$ cat config.mk
export PLATFORM = sky130hd
export DESIGN_NAME = hdlc_frame_rx
export DESIGN_NICKNAME = d
export VERILOG_FILES = /design/src/rtl/hdlc_rx_pkg.sv /design/src/rtl/hdlc_rx_linewatch.sv /design/src/rtl/hdlc_rx_destuff.sv /design/src/rtl/hdlc_rx_fcs.sv /design/src/rtl/hdlc_rx_octet.sv /design/src/rtl/hdlc_frame_rx.sv
export SDC_FILE = /design/constraint.sdc
export NUM_CORES = 1
export LEC_CHECK = 0
export CORE_ASPECT_RATIO = 0.75
export CORE_MARGIN = 5
export CORE_UTILIZATION = 55
export DETAILED_ROUTE_END_ITERATION = 16
export PLACE_DENSITY = 0.74
export SETUP_SLACK_MARGIN = 0.3
export SLEW_MARGIN = 10
export SYNTH_ARGS = -nofsm -noshare
export SYNTH_HDL_FRONTEND = slang
export SYNTH_HIERARCHICAL = 1
export SYNTH_SLANG_ARGS = --single-unit
$ cat constraint.sdc
create_clock -name clk -period 2.95 [get_ports clk]
set_input_delay 0.59 -clock clk [delete_from_list [all_inputs] [get_ports clk]]
set_output_delay 0.59 -clock clk [all_outputs]
set_load 0.005 [all_outputs]
$ cat src/rtl/hdlc_rx_pkg.sv
package hdlc_rx_pkg;
    localparam int OCTET_W = 8;
    localparam logic [OCTET_W-1:0] FLAG_PAT = 8'h7E;

    localparam int STAT_CRC = 0;
    localparam int STAT_OCT = 1;
    localparam int STAT_ABT = 2;

    typedef enum logic [1:0] {
        ST_HUNT,
        ST_ALIGN,
        ST_DATA
    } rx_state_t;
endpackage

$ cat src/rtl/hdlc_rx_linewatch.sv
// Raw line window: flag match, run-of-ones abort detection, delayed bit out.
module hdlc_rx_linewatch
    import hdlc_rx_pkg::*;
#(
    parameter int ABORT_RUN = 7
) (
    input  logic clk,
    input  logic rst,
    input  logic en,
    input  logic din,
    output logic flag_hit,
    output logic abort_hit,
    output logic exit_bit
);
    localparam int RUN_W = $clog2(ABORT_RUN + 1);

    logic [OCTET_W-1:0] win;
    logic [OCTET_W-1:0] win_nxt;
    logic [RUN_W-1:0]   run;

    always_comb begin
        win_nxt   = {din, win[OCTET_W-1:1]};
        flag_hit  = en && (win_nxt == FLAG_PAT);
        abort_hit = en && din && (run == RUN_W'(ABORT_RUN - 1));
        exit_bit  = win[0];
    end

    always_ff @(posedge clk) begin
        if (rst) begin
            win <= '0;
            run <= '0;
        end else if (en) begin
            win <= win_nxt;
            if (!din)
                run <= '0;
            else if (run != RUN_W'(ABORT_RUN))
                run <= run + 1'b1;
        end
    end
endmodule

$ cat src/rtl/hdlc_rx_destuff.sv
// Drops the zero that follows a run of data ones.
module hdlc_rx_destuff #(
    parameter int STUFF_RUN = 5
) (
    input  logic clk,
    input  logic rst,
    input  logic clr,
    input  logic step,
    input  logic din,
    output logic keep
);
    localparam int ONES_W = $clog2(STUFF_RUN + 2);

    logic [ONES_W-1:0] ones;

    assign keep = step && !(!din && (ones == ONES_W'(STUFF_RUN)));

    always_ff @(posedge clk) begin
        if (rst || clr) begin
            ones <= '0;
        end else if (step) begin
            if (!din)
                ones <= '0;
            else if (ones != ONES_W'(STUFF_RUN + 1))
                ones <= ones + 1'b1;
        end
    end
endmodule

$ cat src/rtl/hdlc_rx_fcs.sv
// Reflected CRC checker, least significant bit first.
module hdlc_rx_fcs #(
    parameter int          CRC_W    = 16,
    parameter logic [15:0] CRC_POLY = 16'h8408,
    parameter logic [15:0] CRC_INIT = 16'hFFFF,
    parameter logic [15:0] CRC_GOOD = 16'hF0B8
) (
    input  logic clk,
    input  logic rst,
    input  logic clr,
    input  logic shift,
    input  logic din,
    output logic good_nxt
);
    logic [CRC_W-1:0] crc;
    logic [CRC_W-1:0] crc_nxt;

    always_comb begin
        crc_nxt = {1'b0, crc[CRC_W-1:1]};
        if (crc[0] ^ din)
            crc_nxt = crc_nxt ^ CRC_POLY[CRC_W-1:0];
        good_nxt = ((shift ? crc_nxt : crc) == CRC_GOOD[CRC_W-1:0]);
    end

    always_ff @(posedge clk) begin
        if (rst || clr)
            crc <= CRC_INIT[CRC_W-1:0];
        else if (shift)
            crc <= crc_nxt;
    end
endmodule

$ cat src/rtl/hdlc_rx_octet.sv
// Packs kept bits into octets, least significant bit first.
module hdlc_rx_octet
    import hdlc_rx_pkg::*;
(
    input  logic               clk,
    input  logic               rst,
    input  logic               clr,
    input  logic               shift,
    input  logic               din,
    output logic               oct_done,
    output logic [OCTET_W-1:0] oct_val,
    output logic               part_nxt
);
    localparam int CNT_W = $clog2(OCTET_W);

    logic [OCTET_W-1:0] sr;
    logic [CNT_W-1:0]   cnt;
    logic [CNT_W-1:0]   cnt_nxt;

    always_comb begin
        oct_val  = {din, sr[OCTET_W-1:1]};
        oct_done = shift && (cnt == CNT_W'(OCTET_W - 1));
        if (!shift)
            cnt_nxt = cnt;
        else if (cnt == CNT_W'(OCTET_W - 1))
            cnt_nxt = '0;
        else
            cnt_nxt = cnt + 1'b1;
        part_nxt = (cnt_nxt != '0);
    end

    always_ff @(posedge clk) begin
        if (rst || clr) begin
            sr  <= '0;
            cnt <= '0;
        end else if (shift) begin
            sr  <= oct_val;
            cnt <= cnt_nxt;
        end
    end
endmodule

$ cat src/rtl/hdlc_frame_rx.sv
module hdlc_frame_rx
    import hdlc_rx_pkg::*;
#(
    parameter int          STUFF_RUN = 5,
    parameter int          ABORT_RUN = 7,
    parameter logic [15:0] CRC_POLY  = 16'h8408,
    parameter logic [15:0] CRC_INIT  = 16'hFFFF,
    parameter logic [15:0] CRC_GOOD  = 16'hF0B8
) (
    input  logic               clk,
    input  logic               rst,
    input  logic               bit_en,
    input  logic               rx_bit,
    output logic [OCTET_W-1:0] rx_byte,
    output logic               data_wr_n,
    output logic               stat_wr_n
);
    localparam int SKIP_W = $clog2(OCTET_W);

    rx_state_t          state, state_nxt;
    logic [SKIP_W-1:0]  skip, skip_nxt;
    logic               flag_hit, abort_hit, exit_bit;
    logic               step, keep, clr;
    logic               good_nxt, part_nxt, oct_done;
    logic [OCTET_W-1:0] oct_val;
    logic               end_frame;
    logic [OCTET_W-1:0] end_code;
    logic               stat_pend;
    logic [OCTET_W-1:0] stat_code;

    assign step = bit_en && (state == ST_DATA);
    assign clr  = flag_hit || abort_hit;

    hdlc_rx_linewatch #(.ABORT_RUN(ABORT_RUN)) u_line (
        .clk(clk), .rst(rst), .en(bit_en), .din(rx_bit),
        .flag_hit(flag_hit), .abort_hit(abort_hit), .exit_bit(exit_bit)
    );

    hdlc_rx_destuff #(.STUFF_RUN(STUFF_RUN)) u_destuff (
        .clk(clk), .rst(rst), .clr(clr), .step(step), .din(exit_bit),
        .keep(keep)
    );

    hdlc_rx_fcs #(
        .CRC_W(16), .CRC_POLY(CRC_POLY), .CRC_INIT(CRC_INIT), .CRC_GOOD(CRC_GOOD)
    ) u_fcs (
        .clk(clk), .rst(rst), .clr(clr), .shift(keep), .din(exit_bit),
        .good_nxt(good_nxt)
    );

    hdlc_rx_octet u_octet (
        .clk(clk), .rst(rst), .clr(clr), .shift(keep), .din(exit_bit),
        .oct_done(oct_done), .oct_val(oct_val), .part_nxt(part_nxt)
    );

    // Next-state and frame-end decision.
    always_comb begin
        state_nxt = state;
        skip_nxt  = skip;
        end_frame = 1'b0;
        end_code  = '0;
        if (bit_en) begin
            unique case (state)
                ST_HUNT: begin
                    if (flag_hit) begin
                        state_nxt = ST_ALIGN;
                        skip_nxt  = '0;
                    end
                end
                ST_ALIGN: begin
                    if (abort_hit) begin
                        state_nxt = ST_HUNT;
                    end else if (flag_hit) begin
                        skip_nxt = '0;
                    end else begin
                        skip_nxt = skip + 1'b1;
                        if (skip == SKIP_W'(OCTET_W - 1))
                            state_nxt = ST_DATA;
                    end
                end
                ST_DATA: begin
                    if (abort_hit) begin
                        state_nxt           = ST_HUNT;
                        end_frame           = 1'b1;
                        end_code[STAT_ABT]  = 1'b1;
                    end else if (flag_hit) begin
                        state_nxt           = ST_ALIGN;
                        skip_nxt            = '0;
                        end_frame           = 1'b1;
                        end_code[STAT_CRC]  = !good_nxt;
                        end_code[STAT_OCT]  = part_nxt;
                    end
                end
                default: state_nxt = ST_HUNT;
            endcase
        end
    end

    // State register.
    always_ff @(posedge clk) begin
        if (rst) begin
            state <= ST_HUNT;
            skip  <= '0;
        end else begin
            state <= state_nxt;
            skip  <= skip_nxt;
        end
    end

    // Output register: data strobe on octet completion, status one clock after frame end.
    always_ff @(posedge clk) begin
        if (rst) begin
            rx_byte   <= '0;
            data_wr_n <= 1'b1;
            stat_wr_n <= 1'b1;
            stat_pend <= 1'b0;
            stat_code <= '0;
        end else begin
            data_wr_n <= !oct_done;
            stat_wr_n <= !stat_pend;
            stat_pend <= end_frame;
            if (end_frame)
                stat_code <= end_code;
            if (oct_done)
                rx_byte <= oct_val;
            else if (stat_pend)
                rx_byte <= stat_code;
        end
    end
endmodule

Yosys cells after proc, flatten, opt, wreduce, memory -nomap -nowiden
Cells that the tools add are included.
W data, S select, Z words.
{ "word_totals": {"register_bits": 60, "latchBits": 0, "ramBits": 0, "rom_bits": 0, "inputBits": 4, "output_inout_bits": 10, "wordCells": 87, "n_memories": 0} }
{ "classes": {"addsub": 4, "n_mul": 0, "n_div": 0, "order_cmp": 0, "eq_ne": 16, "shifts": 0, "n_mux": 30, "bitwise": 2, "reduce_logical": 22} }
{ "op_table": {"columns": ["operator", "count"], "rows": [
  ["$mux W3", 12],
  ["$mux W16", 2],
  ["$eq A16 B16 Y1 const B", 1],
  ["$mux W8", 2],
  ["$mux W2", 7],
  ["$add A3 B1 Y3 const B", 4],
  ["$eq A3 B3 Y1 const B", 4],
  ["$ne A3 B3 Y1 const B", 4],
  ["$pmux W3 S3", 1],
  ["$eq A8 B7 Y1 const B", 1],
  ["$logic_and A1 B1 Y1", 7],
  ["$pmux W2 S3", 1],
  ["$reduce_bool A3 Y1", 2],
  ["$logic_not A1 Y1", 5],
  ["$mux W1", 5],
  ["$ne A2 B1 Y1 const B", 2],
  ["$ne A2 B2 Y1 const B", 2],
  ["$reduce_and A2 Y1", 2],
  ["$reduce_and A4 Y1", 1],
  ["$not A2 Y3", 1],
  ["$reduce_and A3 Y1", 1],
  ["$eq A2 B1 Y1 const B", 1],
  ["$eq A2 B2 Y1 const B", 1],
  ["$logic_not A2 Y1", 1],
  ["other kinds (3)", 4]
]} }

Depth between registers and ports, before layout
{ "logic_depth": {"depth_word": 11, "depth_mapped": 11, "depth_no_buf": 8} }

Hierarchy
The synthesis kept the hierarchy.
{ "modules_own_cells": {"columns": ["module", "n_inst", "cells_per_inst", "area_per_inst_um2", "seq_area_each_um2"], "rows": [
  ["hdlc_frame_rx", 1, 98, 864.6, 380.4],
  ["hdlc_rx_fcs", 1, 75, 689.4, 320.3],
  ["hdlc_rx_linewatch", 1, 48, 519.2, 220.2],
  ["hdlc_rx_octet", 1, 42, 422.9, 200.2],
  ["hdlc_rx_destuff", 1, 23, 196.4, 60.1]
]} }

Worst setup path after synthesis
Ideal clock, no wire load.
{ "synth_path": {"path_kind": "input to register", "startpoint": "input port bit_en", "endpoint": "register rx_byte[1]", "setup_ns": 0.128, "arrival_ns": 2.374, "required_ns": 2.822, "path_slack_ns": 0.448, "path_stages": 11, "path_buffers": 4, "cell_sequence": "and3b_1 > buf_2 > inv_1 > a31oi_1 > buf_4 > and2_1 > buf_2 > clkbuf_1 > nor2_1 > a21oi_1 > nor2_1"} }
{ "synth_via": {"elab_chain_len": 4, "elab_cells_between_ends": 5, "classes_between": "mux: 1; reduce/logical: 4"} }
{ "synth_rtl": {"columns": ["item", "line", "source"], "rows": [
  ["from (decl)", "hdlc_frame_rx.sv:12", "input logic bit_en,"],
  ["$logic_and A1 B1 Y1 *", "hdlc_frame_rx.sv:31", "assign step = bit_en && (state == ST_DATA);"],
  ["net step", "hdlc_frame_rx.sv:23", "logic step, keep, clr;"],
  ["$logic_and A1 B1 Y1 *", "hdlc_rx_destuff.sv:16", "assign keep = step && !(!din && (ones == ONES_W'(STUFF_RUN)));"],
  ["net keep", "hdlc_frame_rx.sv:23", null],
  ["$logic_and A1 B1 Y1 *", "hdlc_rx_octet.sv:22", "oct_done = shift && (cnt == CNT_W'(OCTET_W - 1));"],
  ["net oct_done", "hdlc_frame_rx.sv:24", "logic good_nxt, part_nxt, oct_done;"],
  ["$mux W8 or $reduce_bool A2 Y1 (tied branches)", null, null],
  ["to (signal assigned)", "hdlc_frame_rx.sv:125", "rx_byte <= oct_val;"],
  ["to (signal assigned)", "hdlc_frame_rx.sv:127", "rx_byte <= stat_code;"],
  ["to (decl)", "hdlc_frame_rx.sv:14", "output logic [OCTET_W-1:0] rx_byte,"]
]} }
Mark *: on every way through the listed nets, which the timed path passes. The rest lies on a longest branch.
A chain may end at the register's enable or synchronous reset.

Worst setup path after layout
{ "layout_path": {"startpoint": "input port bit_en", "endpoint": "register rx_byte[7]"} }
{ "layout_via": {"elab_chain_len": 4, "elab_cells_between_ends": 5, "classes_between": "mux: 1; reduce/logical: 4"} }
{ "layout_rtl": {"columns": ["item", "line"], "rows": [
  ["$logic_and A1 B1 Y1 *", "hdlc_frame_rx.sv:31"],
  ["$logic_and A1 B1 Y1 *", "hdlc_rx_destuff.sv:16"],
  ["net keep", "hdlc_frame_rx.sv:23"],
  ["$logic_and A1 B1 Y1 *", "hdlc_rx_octet.sv:22"],
  ["net oct_done", "hdlc_frame_rx.sv:24"],
  ["$mux W8 or $reduce_bool A2 Y1 (tied branches)", null]
]} }
Marks and branches as above.

==> results_dict.tcl <==
set metrics [dict create \
    status "complete, no violations" \
    holdBufCountCts 0 \
    place_area_um2 2910 \
    cpPeakStageDelay_ns 0.54 \
    htreeDepth 3 \
    max_slew.worst_pin.slew_ns 0.577 \
    power_mw 1.66 \
    yosys_warnings 6 \
    slew_headroom_pct 61.5 \
    multi_input_area_um2 1410 \
    rsz0062_at_grt "no" \
    setup_tns_ns 0 \
    dp_hpwl_um 3430 \
    crit_family "simple AND/OR/NAND/NOR gates" \
    ys_async_sr_fraction_pct 0 \
    port_buffers 13 \
    ir_drop_v 0.000544 \
    yosysMostFrequentCell "dfxtp_1" \
    synthTopCellsByArea "dfxtp_1 44%, mux2i_1 13%, nor2_1 5.0%" \
    p_per_area_nw_per_um2 530 \
    cts_buffers 9 \
    clk_pin_slew_ns 0.07 \
    setup_ws_ns 0.682 \
    max_freq_ghz 0.441 \
    ys_seq_elements 59 \
    grtUsageTotal_pct 17.0 \
    drt_iter0_drc 149 \
    core_um2 4820 \
    clockBufferDepth 2 \
    final_core_util_pct 64.9 \
    rows 22 \
    holdCritPathClass "reg2reg" \
    crit_chain "clkdlybuf4s50_1 > and3b_1 > inv_1 > a31oi_4 > and2_1 > nor3b_1 > a21oi_1 > nor2_1" \
    layout-drive-gt1-share_pct 11.9 \
    post-place-ws_ns 0.341 \
    ant_nets 0 \
    drc_errors 0 \
    grt_pass1_wl_um 8790 \
    post_cts_buffers 0 \
    antenna_found_initial 0 \
    holdPathEnd "stat_code[1]" \
    worstSetupEndpointType "register" \
    n_antenna_cell 0 \
    rrSetupSlack_ns 0.95 \
    r2r-end "rx_byte[7]" \
    avgRoutedWirePerCell_um 13.7 \
    nets 321 \
    clk_latency_ns 0.33 \
    crit_path_top_delay_cell "and2_1" \
    cts.sinks 59 \
    synthTopCellsByCount "59 x dfxtp_1, 36 x nor2_1, 35 x mux2i_1" \
    die_area_um2 6410 \
    fin_crit_sh_pct 76.9 \
    initial_core_util_pct 55.9 \
    finalCriticalPeriod_ns 2.27 \
    maxCapViolations 0 \
    seq_area_um2 1180 \
    critPathArrivalTime_ns 2.50 \
    fillers 407 \
    avgSynthCellArea_um2 9.41 \
    routabilityCongestion 0.842 \
    synthFlopType "dfxtp_1" \
    holdPathStages 2 \
    synth_largest_area_cell "dfxtp_1" \
    ys_types 47 \
    grt_start_max_net_pins 19 \
    worstPathRequired_ns 3.18 \
    grt_overflow 0 \
    leakagePower_nw 1.20 \
    die_y_um 70.6 \
    first_global_vias 1859 \
    syn_to_final_growth_pct 16.1 \
    syn_area_um2 2690 \
    start_kind "primary input" \
    postSynthCellCount 286 \
    syn_nets 300 \
    ys_seq_area_share_pct 43.9 \
    dr.pass1.iters 4 \
    crit_fanout 16 \
    hold_viol 0 \
    setup-violations-final 0 \
    yosys.area.top_type_share_pct 43.9 \
    drv_slew 0 \
    cts_tree "built" \
    path_buf_inv 2 \
    finalClockSkew_ns 0.00722 \
    postCtsResizedCells 0 \
    r2r_start "state[1]" \
    drt-vias-per-instance 5.35 \
    min-delay-start "stat_code[1]" \
    dr_total_vias 1992 \
    cts.root.buffer_cell "clkbuf_8" \
    io_pins 14 \
    reg2regPathDepth 7 \
    die_width_um 90.8 \
    synth_edf_count 0 \
    final_area_um2 3130 \
    totalWireLength_um 5110 \
    critical_path_class "in2reg" \
]
[layout make-up]
cell class | count | share of cell area [%]
clock buffers | 12 | 5.28
flip-flops and latches | 59 | 37.8
repair buffers | 25 | 7.05
inverters | 7 | 0.841
clock inverters | 4 | 1.52
multi-input cells | 205 | 45.1
well taps | 60 | 2.40
[worst register-to-register path: cells and delay by family, from the launching register on]
kind	cells	cell delay (ns)
AND/OR/NAND/NOR	4	0.94
flip-flops	1	0.43
AO/OA/AOI/OAI	2	0.42
buffers and inverters	1	0.11
[worst max path at each step]
stage / startpoint / end / cells past startpoint
floorplan: bit_en / rx_byte[1] / 11
global placement: bit_en / stat_code[0] / 10
detailed placement: bit_en / stat_code[0] / 10
CTS: bit_en / rx_byte[7] / 8
global route: bit_en / rx_byte[7] / 8
finish: bit_en / rx_byte[7] / 8
[routing by layer]
layer | GRT usage (%) | wire [µm] | vias up
li1 | - | - | 1036
met1 | 24.0 | 2630 | 921
met2 | 23.5 | 2170 | 29
met3 | 7.01 | 230 | 6
met4 | 5.37 | 77 | 0
met5 | 0 | 0 | -
[where the power goes]
group / switching [mW] / leakage, nW / internal, mW
Sequential: 0.00810 / 0.477 / 0.804
Combinational: 0.0421 / 0.618 / 0.0337
Clock: 0.311 / 0.108 / 0.456
[kinds of logic after synthesis]
family | Yosys count | synth area share, %
flip-flops | 59 | 43.9
adder cells (fa/ha/maj) | 10 | 4.65
buffers and inverters | 22 | 4.32
multiplexers | 35 | 13.0
AO/OA/AOI/OAI | 38 | 9.25
XOR/XNOR | 3 | 0.976
AND/OR/NAND/NOR | 119 | 23.9
[state kept, by name, summed over array words and instances (netlist names), 7 cells and up]
| signal | cells |
|---|---|
| u_octet/sr | 7 |
| rx_byte | 8 |
| u_fcs/crc | 16 |
| u_line/win | 8 |
[stage by stage]
step                hold slack [ns]  cells
floorplan                     0.432    286
global placement              0.449    356
detailed placement            0.453    356
CTS                           0.466    372
global route                  0.504    372
finish                        0.467    372
[cells in the final DEF (no fill, tap or decap), types with 2 or more instances in the layout]
master	n
a31oi_1	2
clkbuf_8	12
nand4b_1	3
nand3b_1	2
a21oi_1	19
inv_1	7
buf_4	12
clkdlybuf4s50_1	13
nor2_1	36
dfxtp_1	59
or2_1	2
o21ai_0	2
nand2_1	27
nor3_1	2
nand4bb_1	2
nor4b_1	2
nor4_1	5
o21ai_1	3
nand3_1	3
xnor2_1	3
nor3b_1	6
nand2b_1	19
clkinv_2	2
mux2i_1	35
ha_1	10
Note: power is estimated with default switching activity, not from simulation.
